==> src/rtl/trim_cal_seq.sv <==
module trim_cal_seq #(
  parameter int TW         = 5,
  parameter int DW         = 12,
  parameter int MW         = 3,
  parameter int SETTLE_CYC = 50,
  parameter logic [TW-1:0] FACT_TRIM = 10,
  parameter logic [MW-1:0] MODE_RST  = 1,
  parameter logic [MW-1:0] CAL_MODE  = 0
) (
  input  logic          clk,
  input  logic          rst_n,
  input  logic          cal_start,
  input  logic          cmp_flag,
  input  logic          usr_wr,
  input  logic [TW-1:0] usr_code,
  input  logic          mode_wr,
  input  logic [MW-1:0] mode_wdata,
  input  logic          out_en_cfg,
  input  logic [DW-1:0] dat_in,
  output logic          out_en,
  output logic [DW-1:0] dat_out,
  output logic [MW-1:0] chan_mode,
  output logic          cal_en,
  output logic [TW-1:0] trim_code,
  output logic          trim_user,
  output logic          busy,
  output logic          done,
  output logic          err
);
  localparam int CW = $clog2(SETTLE_CYC + 1);
  localparam logic [TW-1:0] MID_TRIM = TW'(1) << (TW - 1);
  localparam logic [TW-1:0] STEP0    = TW'(1) << (TW - 2);
  localparam logic [DW-1:0] MID_DATA = DW'(1) << (DW - 1);

  typedef enum logic [1:0] {S_IDLE, S_SRCH, S_CHK} st_t;

  st_t           st_q;
  logic [CW-1:0] cnt_q;
  logic [TW-1:0] trim_q, step_q;
  logic [MW-1:0] mode_q, save_q;
  logic          user_q, done_q, err_q;

  wire          run  = (st_q != S_IDLE);
  wire          tick = (cnt_q == CW'(SETTLE_CYC - 1));
  wire [TW:0]   inc  = {1'b0, trim_q} + 1'b1;

  always_ff @(posedge clk) begin
    if (!rst_n) begin
      st_q   <= S_IDLE;
      cnt_q  <= '0;
      trim_q <= FACT_TRIM;
      step_q <= '0;
      mode_q <= MODE_RST;
      save_q <= '0;
      user_q <= 1'b0;
      done_q <= 1'b0;
      err_q  <= 1'b0;
    end else begin
      done_q <= 1'b0;
      err_q  <= cal_start && run;
      case (st_q)
        S_IDLE: begin
          if (cal_start) begin
            st_q   <= S_SRCH;
            cnt_q  <= '0;
            trim_q <= MID_TRIM;
            step_q <= STEP0;
            save_q <= mode_q;
            mode_q <= CAL_MODE;
          end else begin
            if (usr_wr) begin
              trim_q <= usr_code;
              user_q <= 1'b1;
            end
            if (mode_wr) mode_q <= mode_wdata;
          end
        end
        S_SRCH: begin
          if (tick) begin
            cnt_q  <= '0;
            trim_q <= cmp_flag ? trim_q - step_q : trim_q + step_q;
            step_q <= step_q >> 1;
            if (step_q == TW'(1)) st_q <= S_CHK;
          end else begin
            cnt_q <= cnt_q + 1'b1;
          end
        end
        S_CHK: begin
          if (tick) begin
            if (!cmp_flag) trim_q <= inc[TW] ? '1 : inc[TW-1:0];
            cnt_q  <= '0;
            st_q   <= S_IDLE;
            mode_q <= save_q;
            user_q <= 1'b1;
            done_q <= 1'b1;
          end else begin
            cnt_q <= cnt_q + 1'b1;
          end
        end
        default: st_q <= S_IDLE;
      endcase
    end
  end

  assign busy      = run;
  assign cal_en    = run;
  assign out_en    = out_en_cfg && !run;
  assign dat_out   = run ? MID_DATA : dat_in;
  assign chan_mode = mode_q;
  assign trim_code = trim_q;
  assign trim_user = user_q;
  assign done      = done_q;
  assign err       = err_q;
endmodule

==> config.mk <==
export PLATFORM = sky130hd
export DESIGN_NAME = trim_cal_seq
export DESIGN_NICKNAME = d
export VERILOG_FILES = /design/src/rtl/trim_cal_seq.sv
export SDC_FILE = /design/constraint.sdc
export NUM_CORES = 1
export LEC_CHECK = 0
export BUFFER_PORTS_ARGS = -buffer_cell sky130_fd_sc_hd__buf_2
export CAP_MARGIN = 20
export CORE_ASPECT_RATIO = 0.6
export CORE_MARGIN = 2
export CORE_UTILIZATION = 52
export CTS_BUF_LIST = sky130_fd_sc_hd__clkbuf_16
export DETAILED_ROUTE_END_ITERATION = 8
export GPL_TIMING_DRIVEN = 1
export HOLD_SLACK_MARGIN = 0.15
export MAX_ROUTING_LAYER = met4
export PLACE_DENSITY = 0.89
export SLEW_MARGIN = 20
export SYNTH_ARGS = -nofsm -noshare
export SYNTH_HDL_FRONTEND = slang
export SYNTH_SLANG_ARGS = --single-unit
==> constraint.sdc <==
create_clock -name clk -period 3.3 [get_ports clk]
set_clock_uncertainty 0.05 [all_clocks]
set_input_delay 0.165 -clock clk [delete_from_list [all_inputs] [get_ports clk]]
set_output_delay 0.165 -clock clk [all_outputs]
set_load 0.02 [all_outputs]
======== After elaboration in Yosys (flattened, before gate mapping) ========
Cells that the tools add are included.
cells by class
  reductions and logical operators ........ 18
  add/sub/neg operators ................... 4
  eq/ne operators ......................... 13
  muxes and demuxes ....................... 29
operator list
  cell                                            number
  two-way mux 5 bit                               9
  one-hot mux 5 bit (3 select lines)              1
  inequality test 2 bit (second input constant)   7
  two-way mux 12 bit                              1
  two-way mux 6 bit                               2
  one-hot mux 6 bit (2 select lines)              1
  one-hot mux 5 bit (2 select lines)              1
  two-way mux 3 bit                               3
  two-way mux 2 bit                               4
  AND reduction 4 bit                             2
  nonzero test 2 bit                              4
  adder 5 x 1 -> 6 bit (second input constant)    1
  adder 6 x 1 -> 6 bit (second input constant)    1
  == test 6 bit (second input constant)           1
  inequality test 3 bit (second input constant)   2
  one-hot mux 2 bit (3 select lines)              1
  one-hot mux 3 bit (2 select lines)              1
  AND reduction 2 bit                             3
  AND reduction 3 bit                             2
  adder 5 bit                                     1
  == test 5 x 1 -> 1 bit (second input constant)  1
  AND reduction 5 bit                             1
  subtractor 5 bit                                1
  two-way mux 1 bit                               4
  other kinds (8)                                 9
word-level totals
  output and inout bits ................... 26
  bits of input ports ..................... 27
  register bits ........................... 27

======== Longest topological paths before layout ========
  depth in word-level cells ............... 5
  depth in mapped cells ................... 10
  gate-level depth less buffers ........... 10

======== Worst setup path after synthesis ========
Ideal clock, no wire load.
  kind .................................... register to register
  start ................................... register step_q[0]
  end ..................................... register trim_q[4] (netlist: trim_code[4])
  buffers on the path ..................... 0
  library setup time ...................... 0.127 ns
  arrival time ............................ 2.134 ns
  stages on the path, launching flop included .. 10
  slack ................................... 0.990 ns
  cells stage by stage .................... dfxtp_1 > inv_1 > ha_1 > mux2_2 > fa_1 > nand2b_1 > a21oi_1 > xnor2_1 > a221oi_1 > o22ai_1
between the ends
  cells in the longest elaborated chain, start to end .. 4
  elaborated cells between the ends (all ways) .. 5
  those cells by class .................... add/sub: 2; mux: 3
RTL lines
  element                                          line  RTL
  from (decl)                                      39    logic [TW-1:0] trim_q, step_q;
  from (signal assigned)                           82    step_q <= step_q >> 1;
  adder 5 bit or subtractor 5 bit (tied branches)  81    trim_q <= cmp_flag ? trim_q - step_q : trim_q + step_q;
  two-way mux 5 bit *                              81
  two-way mux 5 bit *                              79    if (tick) begin
  one-hot mux 5 bit (3 select lines) *             61    case (st_q)
  to (signal assigned)                             72    trim_q <= usr_code;
  to (signal assigned)                             81
  to (signal assigned)                             90    if (!cmp_flag) trim_q <= inc[TW] ? '1 : inc[TW-1:0];
  to (decl)                                        39
Every way passes the cells marked *; elsewhere a longest branch is shown, timed or not. The select of a mux whose other input is x is not followed.
A chain may end at the register's enable or synchronous reset.

======== Worst setup path in the final report ========
  start ................................... register step_q[1]
  end ..................................... register trim_q[4] (netlist: trim_code[4])
Same word-level chain as after synthesis.

==> summary.md <==
| Metric | Value |
|---|---|
| Fillers | `~280` |
| #FFs+latches synth | `26` |
| Num CTS Buffers | `3` |
| Port Buffer Count | `52` |
| CORE AREA | `3283 µm²` |
| Via/cell ratio | `between 5 and 6` |
| Io pins | `53` |
| Count of final setup violators | `0` |
| H-tree levels | `1` |
| Crit end category | `flip-flop` |
| Overall die width | `roughly 80 µm` |
| Final period util | `0.7547` |
| Clock tree from TritonCTS | `done` |
| CP Class | `reg2reg` |
| Synthesized area per cell | `~8.1 µm²` |
| Starting DRT DRC Count | `134` |
| Max FO, Critical Path | `6` |
| CP bufs+invs | `1` |
| Sink Count | `26` |
| CTS root buf | `clkbuf_16` |
| Endpoints failing hold | `0` |
| Required time of the critical path | `3390 ps` |
| Post-synth ARST share | `0` |
| Syn Inst Count | `about 220` |
| Syn Nets | `263` |
| Footprint of the multi-input gates | `between 1000 and 1500 µm²` |
| Synth-to-Final Area Change | `18.99%` |
| Unrepaired setup endpoints after global routing | `false` |
| Gpl congestion | `0.8797` |
| CP max-delay cell | `dfxtp_1` |
| Worst-Margin Slew | `roughly 650 ps` |
| Fmax | `401.5 MHz` |
| Global-route wire length before repair | `roughly 7.6 mm` |
| Routed Antenna Nets | `0` |
| Leakage | `between 0.9 and 1 nW` |
| Crit start category | `flip-flop` |
| Final Slew Violations | `0` |
| TNS Setup | `0 ps` |
| Initial Utilization | `0.5499` |
| Detailed Route WL | `4.593 mm` |
| Register area share after synthesis | `0.2883` |
| Post-synth EDFFs | `0` |
| Setup Fix Bufs, Post-CTS | `0` |
| Warnings, synthesis | `0` |
| Largest net degree at the start of global routing | `24` |
| Worst-case vdd ir drop | `0.0002282 V` |
| Worst slew margin | `0.5629` |
| Vias in the first global route | `1,606` |
| Maximum clock path buffer count | `2` |
| Main flop type after synthesis | `dfxtp_1` |
| # Max-Cap Violations | `0` |
| Die Y | `49.65 µm` |
| GR Overflow Total | `0` |
| Post-CTS Hold Fix Bufs | `1` |
| Via count | `1,748` |
| Status | `completed` |
| Most frequent cells in the layout | `buf_2 (52), nor2_1 (26), dfxtp_1 (26)` |
| Tmin final | `2490 ps` |
| Post-CTS Resized | `0` |
| Min-Delay Path Class | `in2reg` |
| Worst-Skew Late Latency | `260 ps` |
| Hpwl dp | `3.408 mm` |
| GRT Total Usage | `0.2486` |
| Hold_ws | `around 160 ps` |
| WL/cell | `roughly 15 µm` |
| Layout cells sized above 1 | `0.2276` |
| DRT Pass-1 Iters | `4` |
| Antenna cells | `0` |
| Yosys cell types | `between 40 and 50` |
| Pwr Density | `422.8 nW/µm²` |
| Most common cell after layout, fill and taps aside | `buf_2` |
| Clk pin slew, worst setup/hold paths | `70 ps` |
| Register area | `520.5 µm²` |
| CP Cell Sequence | `inv_1, ha_1, mux2_2, fa_1, nand2b_1, a21oi_1, xnor2_1, a221oi_1, o22ai_1` |
| Die Footprint | `3975 µm²` |
| Drc violations | `0` |
| Row count | `16` |
| CP top delay family | `adder cells` |
| Crit-path max cell delay | `~430 ps` |
| Nets | `310` |
| Worst Path Arrival | `2580 ps` |
| Synthesized cell area | `1805 µm²` |
| Initial antenna violation count | `0` |
[per-layer routing]
metal / part of all wire / global-route usage / wire [µm] / up-vias
met4: 0.0059 / 0.04802 / 27 / 0
met1: 0.49 / 0.3623 / 2258 / 802
met3: 0.068 / 0.06227 / 313 / 6
met2: 0.43 / 0.3486 / 1994 / 64
met5: 0 / - / 0 / -
li1: - / - / - / 876
[stage by stage]
| step | area, µm² | power (mW) | utilization | std cells | worst slack [ps] |
|---|---|---|---|---|---|
| 4_1_cts | 2148 | 0.9071 | 0.6543 | 313 | 796.9 |
| 3_3_place_gp | 2059 | 0.6294 | 0.6273 | 308 | 893.7 |
| 2_1_floorplan | 1805 | 0.5555 | - | 222 | 989.7 |
| 6_report | 2148 | 0.9083 | 0.6543 | 313 | 809.5 |
| 3_5_place_dp | 2059 | 0.6371 | 0.6273 | 308 | 822.9 |
| 5_1_grt | 2148 | 0.9546 | 0.6543 | 313 | 607.9 |
[area by class of cell]
type | count | area share
multi-input combinational | 168 | 0.5376
sequential | 26 | 0.2423
timing repair buffer | 54 | 0.1293
clock buffer | 3 | 0.03494
inverter | 16 | 0.02796
tap | 45 | 0.02621
clock inverter | 1 | 0.001747
[state kept, by name (all words and copies together) (netlist names)]
name and cells:
err 1, cnt_q 6, done 1, chan_mode 3
step_q 4, trim_user 1, save_q 3, st_q 2
trim_code 5
[final timing paths]
path                from           end  slack (ps)  depth (start not counted)
max            step_q[1]  trim_code[4]         810                          9
max reg2reg    step_q[1]  trim_code[4]         810                          9
min reg2reg    save_q[1]     save_q[1]         420                          2
min          usr_code[2]  trim_code[2]         160                          3
[synth_stat cells (all sizes together) (3+ instances only)]
cell type / number / area [µm²]
inv: 16 / 60.06
nand2: 15 / 56.30
a21oi: 10 / 50.05
a31oi: 4 / 25.02
nand3: 7 / 35.03
xnor2: 6 / 52.55
clkbuf: 6 / 22.52
ha: 13 / 162.7
and2: 14 / 87.58
a211oi: 4 / 30.03
a22oi: 6 / 45.04
nand2b: 4 / 25.02
buf: 6 / 47.54
a22o: 4 / 35.03
o21ai: 12 / 60.05
nand4: 4 / 25.02
dfxtp: 26 / 520.5
nor2b: 3 / 18.77
nor3: 5 / 25.02
nor2: 26 / 97.59
[where the power goes]
group / switching (mW) / total [mW] / internal, mW
Sequential: 0.0332 / 0.369 / 0.336
Clock: 0.110 / 0.272 / 0.162
Combinational: 0.158 / 0.267 / 0.109
[worst min-delay path, cell delays in order]
cell and delay [ps]:
buf_2 80, a2bb2oi_1 50, a21oi_1 120
[kinds of logic (layout without fill, tap and decap cells)]
kind of cell | Yosys count | count (layout) | synth area share
AO/OA/AOI/OAI | 56 | 56 | 0.2294
XOR/XNOR | 8 | 8 | 0.03881
adder cells (fa/ha/maj) | 14 | 14 | 0.1012
buffers and inverters | 28 | 74 | 0.07207
flip-flops | 26 | 26 | 0.2883
multiplexers | 3 | 3 | 0.01733
AND/OR/NAND/NOR | 87 | 87 | 0.2529
(Power assumes the default switching activity.)
